### src/rtl/boot_ldr_pkg.sv
// Shared types for the boot record loader: record kinds, width and space
// codes, and the tag decode function.
// Assumes the tag fits in 8 bits; anything not listed decodes as bad.
package boot_ldr_pkg;

    typedef enum logic [1:0] {K_BAD, K_FINAL, K_INIT, K_ZERO} rec_kind_e;
    typedef enum logic [2:0] {WC_8, WC_16, WC_32, WC_40, WC_48, WC_64} width_e;
    typedef enum logic [1:0] {SP_DATA, SP_PROG, SP_EXT} space_e;

    typedef struct packed {
        rec_kind_e kind;
        width_e    width;
        space_e    space;
    } tag_info_t;

    // Map one tag value to its record kind, width and target space.
    function automatic tag_info_t decode_tag(input logic [7:0] t);
        tag_info_t r;
        r = '{kind: K_BAD, width: WC_8, space: SP_DATA};
        case (t)
            8'h00: r = '{kind: K_FINAL, width: WC_48, space: SP_PROG};
            8'h01: r = '{kind: K_ZERO,  width: WC_16, space: SP_DATA};
            8'h02: r = '{kind: K_ZERO,  width: WC_32, space: SP_DATA};
            8'h03: r = '{kind: K_ZERO,  width: WC_40, space: SP_DATA};
            8'h04: r = '{kind: K_INIT,  width: WC_16, space: SP_DATA};
            8'h05: r = '{kind: K_INIT,  width: WC_32, space: SP_DATA};
            8'h06: r = '{kind: K_INIT,  width: WC_40, space: SP_DATA};
            8'h07: r = '{kind: K_ZERO,  width: WC_16, space: SP_PROG};
            8'h08: r = '{kind: K_ZERO,  width: WC_32, space: SP_PROG};
            8'h09: r = '{kind: K_ZERO,  width: WC_40, space: SP_PROG};
            8'h0A: r = '{kind: K_ZERO,  width: WC_48, space: SP_PROG};
            8'h0B: r = '{kind: K_INIT,  width: WC_16, space: SP_PROG};
            8'h0C: r = '{kind: K_INIT,  width: WC_32, space: SP_PROG};
            8'h0D: r = '{kind: K_INIT,  width: WC_40, space: SP_PROG};
            8'h0E: r = '{kind: K_INIT,  width: WC_48, space: SP_PROG};
            8'h0F: r = '{kind: K_ZERO,  width: WC_64, space: SP_DATA};
            8'h10: r = '{kind: K_INIT,  width: WC_64, space: SP_DATA};
            8'h11: r = '{kind: K_ZERO,  width: WC_64, space: SP_PROG};
            8'h12: r = '{kind: K_INIT,  width: WC_64, space: SP_PROG};
            8'h13: r = '{kind: K_INIT,  width: WC_8,  space: SP_EXT};
            8'h14: r = '{kind: K_INIT,  width: WC_16, space: SP_EXT};
            8'h15: r = '{kind: K_INIT,  width: WC_32, space: SP_EXT};
            8'h17: r = '{kind: K_ZERO,  width: WC_8,  space: SP_EXT};
            8'h18: r = '{kind: K_ZERO,  width: WC_16, space: SP_EXT};
            8'h19: r = '{kind: K_ZERO,  width: WC_32, space: SP_EXT};
            default: r = '{kind: K_BAD, width: WC_8, space: SP_DATA};
        endcase
        return r;
    endfunction

endpackage

### src/rtl/boot_ldr_tag_dec.sv
// Tag word decoder: splits the tag field from a stream word and classifies it.
// Assumes the tag sits in the low TAG_W bits; any set bit above it makes the
// word bad, and so do the two 48-bit external tags (0x16, 0x1A).
module boot_ldr_tag_dec
    import boot_ldr_pkg::*;
#(
    parameter int WORD_W = 48,
    parameter int TAG_W  = 8
) (
    input  logic [WORD_W-1:0] word,
    output tag_info_t         info
);
    logic upper_clear;

    // Combine field check with table lookup.
    always_comb begin
        upper_clear = (word[WORD_W-1:TAG_W] == '0);
        info        = decode_tag(word[TAG_W-1:0]);
        if (!upper_clear) begin
            info.kind = K_BAD;
        end
    end
endmodule

### src/rtl/boot_ldr_walker.sv
// Address and remaining-count walker for one record region.
// Assumes load and step are never asserted together, and that step only
// comes while remaining is nonzero.
module boot_ldr_walker #(
    parameter int ADDR_W = 32,
    parameter int CNT_W  = 16
) (
    input  logic              clk,
    input  logic              rst_n,
    input  logic              load,
    input  logic [ADDR_W-1:0] load_addr,
    input  logic [CNT_W-1:0]  load_cnt,
    input  logic              step,
    output logic [ADDR_W-1:0] addr,
    output logic              last
);
    logic [CNT_W-1:0] remaining;

    // Hold region pointer and words left; load wins, step advances.
    always_ff @(posedge clk) begin
        if (!rst_n) begin
            addr      <= '0;
            remaining <= '0;
        end else if (load) begin
            addr      <= load_addr;
            remaining <= load_cnt;
        end else if (step) begin
            addr      <= addr + ADDR_W'(1);
            remaining <= remaining - CNT_W'(1);
        end
    end

    // Flag the final word of the region.
    always_comb last = (remaining == CNT_W'(1));

    // each step moves the pointer to the next address.
    p_addr_step_r4: assert property (@(posedge clk) disable iff (!rst_n)
        (step && !load) |=> addr == $past(addr) + ADDR_W'(1));

    // a step never happens on an exhausted region.
    p_step_live_r5: assert property (@(posedge clk) disable iff (!rst_n)
        step |-> remaining != '0);
endmodule

### src/rtl/boot_rec_loader.sv
// Tagged boot record loader top: parses tag, control, data and final
// records from a 48-bit word stream and drives a memory write port.
// Assumes the consumer takes one write per cycle with no back-pressure.
module boot_rec_loader
    import boot_ldr_pkg::*;
#(
    parameter int          ADDR_W     = 32,
    parameter int          CNT_W      = 16,
    parameter int          TAG_W      = 8,
    parameter int          FINAL_LEN  = 256,
    parameter logic [31:0] FINAL_BASE = 32'h0004_0000,
    parameter logic [31:0] VEC_ADDR   = 32'h0004_0038
) (
    input  logic                    clk,
    input  logic                    rst_n,
    input  logic                    in_valid,
    input  logic [ADDR_W+CNT_W-1:0] in_word,
    output logic                    in_ready,
    output logic                    wr_en,
    output logic [ADDR_W-1:0]       wr_addr,
    output logic [ADDR_W+CNT_W-1:0] wr_data,
    output logic [2:0]              wr_width,
    output logic [1:0]              wr_space,
    output logic                    error,
    output logic                    done
);
    localparam int WORD_W = ADDR_W + CNT_W;
    localparam logic [CNT_W-1:0]  FINAL_CNT = CNT_W'(FINAL_LEN);
    localparam logic [ADDR_W-1:0] BASE_A    = ADDR_W'(FINAL_BASE);
    localparam logic [ADDR_W-1:0] VEC_A     = ADDR_W'(VEC_ADDR);

    typedef enum logic [3:0] {
        S_TAG, S_CTRL, S_DATA, S_FILL, S_FSAVE, S_FDATA, S_VEC, S_DONE, S_ERR
    } state_e;

    state_e            state, state_nx;
    tag_info_t         dec_info, cur_info;
    logic [WORD_W-1:0] saved_word;
    logic              accept;
    logic              w_load, w_step, w_last;
    logic [ADDR_W-1:0] w_addr, w_load_addr;
    logic [CNT_W-1:0]  w_load_cnt, ctl_cnt;
    logic [ADDR_W-1:0] ctl_addr;

    boot_ldr_tag_dec #(.WORD_W(WORD_W), .TAG_W(TAG_W)) u_dec (
        .word (in_word),
        .info (dec_info)
    );

    boot_ldr_walker #(.ADDR_W(ADDR_W), .CNT_W(CNT_W)) u_walk (
        .clk       (clk),
        .rst_n     (rst_n),
        .load      (w_load),
        .load_addr (w_load_addr),
        .load_cnt  (w_load_cnt),
        .step      (w_step),
        .addr      (w_addr),
        .last      (w_last)
    );

    // Ready only in states that consume stream words.
    always_comb begin
        in_ready = (state == S_TAG) || (state == S_CTRL) || (state == S_DATA) ||
                   (state == S_FSAVE) || (state == S_FDATA);
        accept   = in_valid && in_ready;
        ctl_addr = in_word[WORD_W-1:CNT_W];
        ctl_cnt  = in_word[CNT_W-1:0];
    end

    // Next-state and walker control for the record sequence.
    always_comb begin
        state_nx    = state;
        w_load      = 1'b0;
        w_step      = 1'b0;
        w_load_addr = ctl_addr;
        w_load_cnt  = ctl_cnt;
        case (state)
            S_TAG: if (accept) begin
                case (dec_info.kind)
                    K_BAD:   state_nx = S_ERR;
                    K_FINAL: state_nx = S_FSAVE;
                    default: state_nx = S_CTRL;
                endcase
            end
            S_CTRL: if (accept) begin
                w_load = 1'b1;
                if (ctl_cnt == '0)                 state_nx = S_TAG;
                else if (cur_info.kind == K_ZERO)  state_nx = S_FILL;
                else                               state_nx = S_DATA;
            end
            S_DATA: if (accept) begin
                w_step = 1'b1;
                if (w_last) state_nx = S_TAG;
            end
            S_FILL: begin
                w_step = 1'b1;
                if (w_last) state_nx = S_TAG;
            end
            S_FSAVE: if (accept) begin
                w_load      = 1'b1;
                w_load_addr = BASE_A;
                w_load_cnt  = FINAL_CNT;
                state_nx    = S_FDATA;
            end
            S_FDATA: if (accept) begin
                w_step = 1'b1;
                if (w_last) state_nx = S_VEC;
            end
            S_VEC:   state_nx = S_DONE;
            S_DONE:  state_nx = S_DONE;
            default: state_nx = S_ERR;
        endcase
    end

    // State, current tag attributes and saved final instruction.
    always_ff @(posedge clk) begin
        if (!rst_n) begin
            state      <= S_TAG;
            cur_info   <= '{kind: K_BAD, width: WC_8, space: SP_DATA};
            saved_word <= '0;
        end else begin
            state <= state_nx;
            if (state == S_TAG && accept) cur_info <= dec_info;
            if (state == S_FSAVE && accept) saved_word <= in_word;
        end
    end

    // Drive the memory write port from the current state.
    always_comb begin
        wr_en    = ((state == S_DATA || state == S_FDATA) && in_valid) ||
                   (state == S_FILL) || (state == S_VEC);
        wr_addr  = (state == S_VEC) ? VEC_A : w_addr;
        wr_data  = (state == S_FILL) ? '0 :
                   (state == S_VEC)  ? saved_word : in_word;
        wr_width = cur_info.width;
        wr_space = cur_info.space;
        error    = (state == S_ERR);
        done     = (state == S_DONE);
    end

    // rejection is sticky.
    p_err_hold_r7: assert property (@(posedge clk) disable iff (!rst_n)
        error |=> error);

    // a stopped loader neither writes nor takes words.
    p_err_quiet_r7: assert property (@(posedge clk) disable iff (!rst_n)
        error |-> (!wr_en && !in_ready));

    // completion is sticky and silent.
    p_done_hold_r10: assert property (@(posedge clk) disable iff (!rst_n)
        done |=> (done && !wr_en));

    // an idle input while ready produces no write.
    p_stall_quiet_r11: assert property (@(posedge clk) disable iff (!rst_n)
        (in_ready && !in_valid) |-> !wr_en);

    // done only follows the vector write.
    p_done_after_vec_r10: assert property (@(posedge clk) disable iff (!rst_n)
        $rose(done) |-> ($past(wr_en) && $past(wr_addr) == VEC_A));
endmodule

### config.mk
export PLATFORM = sky130hd
export DESIGN_NAME = boot_rec_loader
export DESIGN_NICKNAME = d
export VERILOG_FILES = /design/src/rtl/boot_ldr_pkg.sv /design/src/rtl/boot_ldr_tag_dec.sv /design/src/rtl/boot_ldr_walker.sv /design/src/rtl/boot_rec_loader.sv
export SDC_FILE = /design/constraint.sdc
export NUM_CORES = 1
export LEC_CHECK = 0
export ABC_CLOCK_PERIOD_IN_PS = 3200
export BUFFER_PORTS_ARGS = -buffer_cell sky130_fd_sc_hd__buf_2
export CAP_MARGIN = 40
export CORE_UTILIZATION = 60
export CTS_CLUSTER_SIZE = 25
export DETAILED_ROUTE_END_ITERATION = 10
export PLACE_DENSITY = 0.84
export SKIP_CTS_REPAIR_TIMING = 1
export SLEW_MARGIN = 10
export SYNTH_ARGS = -nofsm -noshare
export SYNTH_HDL_FRONTEND = slang
export SYNTH_SLANG_ARGS = --single-unit
### constraint.sdc
create_clock -name clk -period 3.2 [get_ports clk]
set_input_delay 0.64 -clock clk [delete_from_list [all_inputs] [get_ports clk]]
set_output_delay 0.64 -clock clk [all_outputs]
set_load 0.01 [all_outputs]
==> results of run 1 <==
==> cell usage after synthesis (3+ instances only) <==
master	number
nand2_1	259
a21oi_1	149
dfxtp_1	107
clkbuf_1	43
o21ai_0	33
nor2_1	31
and2_1	29
buf_2	25
nand3_1	23
nor4_1	22
and3_1	20
nor3_1	16
nand4_1	13
inv_1	12
o21a_1	12
a31oi_1	10
nand2b_1	10
buf_1	9
ha_1	9
a221oi_1	8
a211oi_1	7
a21o_1	7
a221o_1	7
a22oi_1	7
buf_4	7
o31ai_1	6
and4_1	5
o211a_1	5
a221oi_2	3
a311oi_1	3
nor2b_1	3
nor4_2	3
nor4b_1	3
o221a_2	3
o22ai_1	3
or2_2	3
or3_1	3
xnor2_1	3
==> per-stage QoR <==
step	hold slack (ns)	cell area, µm²	utilization [%]	instances
6_report	0.4569	7825	71.56	1200
5_1_grt	0.4712	7825	71.56	1200
4_1_cts	0.4564	7825	71.56	1200
3_5_place_dp	0.4465	7487	68.47	1184
3_3_place_gp	0.4421	7487	68.47	1184
2_1_floorplan	0.4324	6798	-	970
==> sequential cells by signal, indices dropped and copies added, names as in the netlist <==
name and cells:
saved_word 48, u_walk.addr 32, u_walk.remaining 16, state 4, wr_width 3, cur_info 2, wr_space 2
==> worst min-delay path by stage <==
stage	slack [ns]	depth (start not counted)	startpoint	endpoint
floorplan	0.43	2	cur_info[6]$_SDFFE_PN0P_	cur_info[6]$_SDFFE_PN0P_
global placement	0.44	2	saved_word[43]$_SDFFE_PN0P_	saved_word[43]$_SDFFE_PN0P_
detailed placement	0.45	2	saved_word[43]$_SDFFE_PN0P_	saved_word[43]$_SDFFE_PN0P_
CTS	0.46	2	saved_word[43]$_SDFFE_PN0P_	saved_word[43]$_SDFFE_PN0P_
global route	0.47	2	saved_word[1]$_SDFFE_PN0P_	saved_word[1]$_SDFFE_PN0P_
finish	0.46	2	saved_word[43]$_SDFFE_PN0P_	saved_word[43]$_SDFFE_PN0P_
==> worst max-delay path, cell delays in order (launching register included) <==
cell	delay (ns)
dfxtp_1	0.64
and4bb_2	0.78
buf_4	0.34
a21oi_1	0.07
buf_2	0.15
==> power by group through the flow <==
stage / Combinational, mW / Sequential (mW) / Clock (mW)
floorplan: 0.129 / 1.37 / 0
global placement: 0.259 / 1.36 / 0
detailed placement: 0.261 / 1.36 / 0
CTS: 0.263 / 1.33 / 1.25
global route: 0.291 / 1.33 / 1.31
finish: 0.270 / 1.33 / 1.25
==> per-layer routing <==
| metal | global-route usage (%) | up-vias | part of all wire, % |
|---|---|---|---|
| li1 | - | 3617 | - |
| met1 | 52.80 | 3546 | 41 |
| met2 | 52.31 | 515 | 43 |
| met3 | 8.620 | 52 | 13 |
| met4 | 12.07 | 0 | 2.2 |
| met5 | 0 | - | 0 |
==> layout make-up <==
type	count	area (µm²)	share of cell area, %
inverters	13	48.80	0.6236
well taps	140	175.2	2.239
clock buffers	11	252.7	3.230
flip-flops and latches	107	2142	27.37
multi-input cells	765	4238	54.16
clock inverters	5	85.08	1.087
repair buffers	159	883.3	11.29
==> cells by family (layout without fill, tap and decap cells) <==
group,Yosys count,count (layout)
simple gates,459,459
compound gates,290,290
flops,107,107
buf+inv,98,188
fa+ha+maj,9,9
xor+xnor,4,4
mux,3,3
==> run_results.csv, run 1 <==
group,metric,value,unit
run_status,status,"complete, no violations",
synthesis,async_flop_share,0,%
layout,n_fill_cell,915,
routing,vias_per_cell,6.442,
floorplanning,ios,140,
timing,timing.setup.tns,0,ns
power_and_ir_drop,p_per_area,364.9,nW/µm²
synthesis,netlist_area,6798,µm²
routing,drc,0,
synthesis,syn_inst,970,
synthesis,yosys_register_bits,107,
synthesis,synth_top_family_by_area,"simple AND/OR/NAND/NOR gates",
setup_path,crit_path_start_kind,"flip-flop",
floorplanning,fp.dieH,108.4,µm
layout,mostFrequentLayoutCells,"nand2_1, a21oi_1, buf_2, dfxtp_1, o21ai_0",
setup_path,r2r_end,"u_walk.addr[10]$_SDFFE_PN0P_",
routing,wl,21.02,mm
floorplanning,rows,38,
synthesis,synth_edf_count,0,
clock_network,cts_max_level,3,
timing,clock.fmax,335.7,MHz
timing,finClkSkew,0.008087,ns
setup_path,cp.required,2.56,ns
synthesis,synth_ff_type,"dfxtp_1",
synthesis,synth_compound_area_share,27.04,%
timing,worst_slew_pin_slew,0.7017,ns
timing,slew_headroom,53.22,%
synthesis,synth_fa_ha_area_share,1.657,%
routing,wl_per_cell,17.52,µm
floorplanning,core,10940,µm²
layout,drive_gt1_share,19.15,%
timing,rsz0062_at_grt,"false",
setup_path,timing.rr.start,"state[0]$_SDFFE_PN0P_",
setup_path,worstSetupPathType,"flip-flop to output pin",
power_and_ir_drop,p_seq_share,46.7,%
floorplanning,die_area,11760,µm²
synthesis,yosysTopAreaCell,"dfxtp_1",
clock_network,ctsRootBufferMaster,"clkbuf_16",
timing,hold_viol_final,0,
setup_path,crit_fanout,32,
global_routing,antenna_found_initial,0,
synthesis,synth-xor-area-share,0.5154,%
layout,final_common_cell,"nand2_1",
routing,drt_pre_antenna_iters,6,
power_and_ir_drop,p_int,2.156,mW
global_routing,grt_pass1_wl,33.87,mm
synthesis,syn-num-nets,1030,
synthesis,yosysTopAreaCellShare,31.51,%
clock_network,clkTransAtPathRegs,0.07,ns
layout,syn_to_final_growth,15.11,%
clock_network,numCtsBuffers,9,
floorplanning,die_w,108.4,µm
layout,diodes,0,
setup_path,rrSetupSlack,0.66,ns
setup_path,worstPathArrival,2.34,ns
timing,period_minus_slack,2.979,ns
run,cap_violations,0,
power_and_ir_drop,switching_share,24.52,%
timing,min_period_over_period,93.10,%
synthesis,ys_warn_count,0,
timing,setup-violations-final,0,
setup_path,cp-end-kind,"output pin",
routing,drt_iter0_markers,1059,
global_routing,grt_max_degree,79,
setup_path,crit_start,"state[0]$_SDFFE_PN0P_",
placed_design,place_ws,0.6079,ns
placed_design,dpl.hpwl,14.36,mm
routing,postRouteAntennaNets,0,
worst_hold_path,min_path_type,"flip-flop to flip-flop",
synthesis,syn_avg_cell_area,7.008,µm²
layout,final_nets,1115,
global_routing,grt_pass1_vias,6627,
placed_design,place.gp.congestion,0.9500,
placed_design,portBuffers,139,
setup_path,reg2reg_depth,6,
global_routing,gr-total-overflow,0,
power_and_ir_drop,power,2.856,mW
timing,slew_viol_final,0,
routing,vias,7730,
clock_network,cts_tree,"built",
power_and_ir_drop,pwr-share-clk,43.9,%
timing,setup_slack,0.2209,ns
setup_path,crit_path_end,"wr_data[35]",
power_and_ir_drop,p_leak,3.235,nW
clock_network,insertion_delay,0.35,ns
power_and_ir_drop,p_switching,0.7001,mW
synthesis,synth-simple-area-share,32.45,%
power_and_ir_drop,p_comb_share,9.4,%
clock_network,clock_sinks,107,
power_and_ir_drop,peakVddDrop,0.3306,mV
synthesis,ys_seq_area_share,31.51,%
floorplanning,start_util,62.16,%
global_routing,track_usage,36.36,%
synthesis,netlist_top_cells_area,"dfxtp_1, nand2_1, a21oi_1",
clock_network,cts.path.max_buffers,2,
synthesis,synth.distinct_cells,74,
synthesis,muxShareOfSynthArea,0.4602,%
No activity file was read; power rests on OpenSTA's default activity.
==> inputs of run 2 (changes only) <==
--- a/config.mk
+++ b/config.mk
@@ -11,7 +11,7 @@
 export CORE_UTILIZATION = 60
 export CTS_CLUSTER_SIZE = 25
 export DETAILED_ROUTE_END_ITERATION = 10
-export PLACE_DENSITY = 0.84
+export PLACE_DENSITY = 0.86
 export SKIP_CTS_REPAIR_TIMING = 1
 export SLEW_MARGIN = 10
 export SYNTH_ARGS = -nofsm -noshare
==> run 2 against run 1 <==
Against the previous run: die area unchanged; critical path depth is 2 higher; clock-buffer cell count down 2; clock skew rose by 0.0012 ns; clock power is 6% lower; register-to-register slack got worse by 0.08 ns; sequential cell count did not move; core utilization is essentially flat; sequential power barely moved; via count increased by 0.89%; cell count increased by 0.33%; power fell by 2.8%; highest routed layer unchanged.
==> run_results.csv, run 2 (synthesis gave the netlist of run 1 again) <==
group,metric,value,unit
floorplanning,fp.dieH,108.4,µm
setup_path,crit_fanout,55,
power_and_ir_drop,p_seq_share,48.2,%
setup_path,r2r_end,"u_walk.addr[21]$_SDFFE_PN0P_",
layout,final_common_cell,"nand2_1",
clock_network,cts.path.max_buffers,2,
layout,drive_gt1_share,19.45,%
run_status,status,"complete, no violations",
setup_path,critPathSlowestCell,"dfxtp_1",
placed_design,portBuffers,139,
global_routing,antenna_found_initial,0,
setup_path,rrSetupSlack,0.58,ns
setup_path,crit_chain,"nor2_1 > nand3_2 > buf_4 > nand2_1 > a21oi_1 > buf_2",
timing,slew_headroom,54.18,%
power_and_ir_drop,p_switching,0.7288,mW
layout,n_fill_cell,915,
setup_path,reg2reg_depth,7,
clock_network,ctsRootBufferMaster,"clkbuf_16",
timing,worst_slew_pin_slew,0.6864,ns
timing,period_minus_slack,3.031,ns
timing,clock.fmax,329.9,MHz
floorplanning,ios,140,
timing,min_period_over_period,94.73,%
timing,setup-violations-final,0,
setup_path,crit_path_max_incr_delay,0.71,ns
routing,drt_pre_antenna_iters,6,
timing,rsz0062_at_grt,"false",
setup_path,cp_top_family,"flip-flops",
clock_network,cts_tree,"built",
setup_path,crit_path_start_kind,"flip-flop",
routing,vias_per_cell,6.478,
global_routing,grt_pass1_vias,6711,
setup_path,cp.required,2.56,ns
power_and_ir_drop,power,2.775,mW
placed_design,dpl.hpwl,14.53,mm
worst_hold_path,holdPathEnd,"saved_word[32]$_SDFFE_PN0P_",
floorplanning,die_area,11760,µm²
power_and_ir_drop,pwr-share-clk,42.3,%
floorplanning,start_util,62.16,%
worst_hold_path,hold_depth,2,
routing,drc,0,
routing,wl_per_cell,17.92,µm
placed_design,place.gp.congestion,0.9241,
clock_network,clkTransAtPathRegs,0.08,ns
run,cap_violations,0,
floorplanning,die_w,108.4,µm
routing,postRouteAntennaNets,0,
floorplanning,rows,38,
clock_network,cts_max_level,3,
layout,syn_to_final_growth,15.13,%
setup_path,worstSetupPathType,"flip-flop to output pin",
worst_hold_path,min_path_type,"flip-flop to flip-flop",
timing,timing.setup.tns,0,ns
setup_path,worstPathArrival,2.39,ns
clock_network,numCtsBuffers,9,
layout,mostFrequentLayoutCells,"nand2_1, a21oi_1, buf_2, dfxtp_1, o21ai_0",
routing,vias,7799,
power_and_ir_drop,p_comb_share,9.6,%
global_routing,track_usage,36.62,%
layout,largest_reg_flops,48,
setup_path,timing.rr.start,"state[0]$_SDFFE_PN0P_",
global_routing,grt_max_degree,56,
clock_network,clock_sinks,107,
power_and_ir_drop,p_leak,3.241,nW
routing,wl,21.58,mm
layout,diodes,0,
global_routing,grt_pass1_wl,33.82,mm
power_and_ir_drop,p_per_area,354.5,nW/µm²
floorplanning,core,10940,µm²
routing,drt_iter0_markers,911,
power_and_ir_drop,p_int,2.046,mW
global_routing,gr-total-overflow,0,
clock_network,insertion_delay,0.36,ns
setup_path,worst-path-buf-inv,2,
layout,final_nets,1119,
layout,largest-register,"saved_word",
timing,slew_viol_final,0,
worst_hold_path,hp-start,"saved_word[32]$_SDFFE_PN0P_",
timing,hold_viol_final,0,
power_and_ir_drop,peakVddDrop,0.3399,mV
power_and_ir_drop,switching_share,26.27,%
layout,reg.largest.list,"saved_word x48, u_walk.addr x32, u_walk.remaining x16",
setup_path,cp-end-kind,"output pin",
timing,finClkSkew,0.009278,ns
-- run 2: changes by cell type in the layout (fill, tap and decap cells not counted), sizes merged --
cell,change
buf,+4
inv,+3
clkbuf,-2
bufinv,-1
-- run 2: final cells by class --
cell class | instances | area (µm²) | share of cell area (%)
Tap cell | 140 | 175.2 | 2.238
Clock buffer | 9 | 225.2 | 2.878
Sequential cell | 107 | 2142 | 27.37
Inverter | 13 | 48.80 | 0.6235
Timing Repair Buffer | 163 | 913.4 | 11.67
Multi-Input combinational cell | 765 | 4238 | 54.15
Clock inverter | 7 | 83.83 | 1.071
-- run 2: how the worst max path moves through the flow --
stage,from,endpoint,cells past startpoint
2_1_floorplan,state[2]$_SDFFE_PN0P_,wr_data[40],7
3_3_place_gp,state[3]$_SDFFE_PN0P_,wr_data[42],6
3_5_place_dp,in_valid,u_walk.addr[21]$_SDFFE_PN0P_,7
4_1_cts,state[3]$_SDFFE_PN0P_,wr_data[42],6
5_1_grt,state[3]$_SDFFE_PN0P_,wr_data[42],6
6_report,state[3]$_SDFFE_PN0P_,wr_data[42],6
-- run 2: metrics by stage --
| stage | util, % | area, µm² | setup slack (ns) | instances | hold slack [ns] |
|---|---|---|---|---|---|
| floorplan | - | 6798 | 0.8789 | 970 | 0.4324 |
| global placement | 68.74 | 7517 | 0.7224 | 1188 | 0.4419 |
| detailed placement | 68.74 | 7517 | 0.6636 | 1188 | 0.4480 |
| CTS | 71.57 | 7826 | 0.1706 | 1204 | 0.4589 |
| global route | 71.57 | 7826 | 0.03210 | 1204 | 0.4740 |
| finish | 71.57 | 7826 | 0.1685 | 1204 | 0.4597 |
-- run 2: worst reg2reg max path: stages, from the launching register on --
cell and delay (ns):
dfxtp_1 0.65, nor4b_4 0.29, buf_4 0.25, and2_1 0.35
buf_4 0.35, a21o_1 0.17, a21oi_1 0.05, a2111oi_1 0.38
-- run 2: power groups by stage --
| stage | sequential (mW) | clock [mW] | combinational [mW] |
|---|---|---|---|
| 2_1_floorplan | 1.37 | 0 | 0.129 |
| 3_3_place_gp | 1.37 | 0 | 0.254 |
| 3_5_place_dp | 1.37 | 0 | 0.255 |
| 4_1_cts | 1.34 | 1.18 | 0.258 |
| 5_1_grt | 1.34 | 1.23 | 0.284 |
| 6_report | 1.34 | 1.17 | 0.265 |
-- run 2: layer usage --
layer	global-route usage (%)	part of all wire, %	vias up
met3	8.318	12	66
met4	15.83	2.9	0
met2	52.71	43	500
met1	51.90	42	3609
met5	0	0	-
li1	-	-	3624
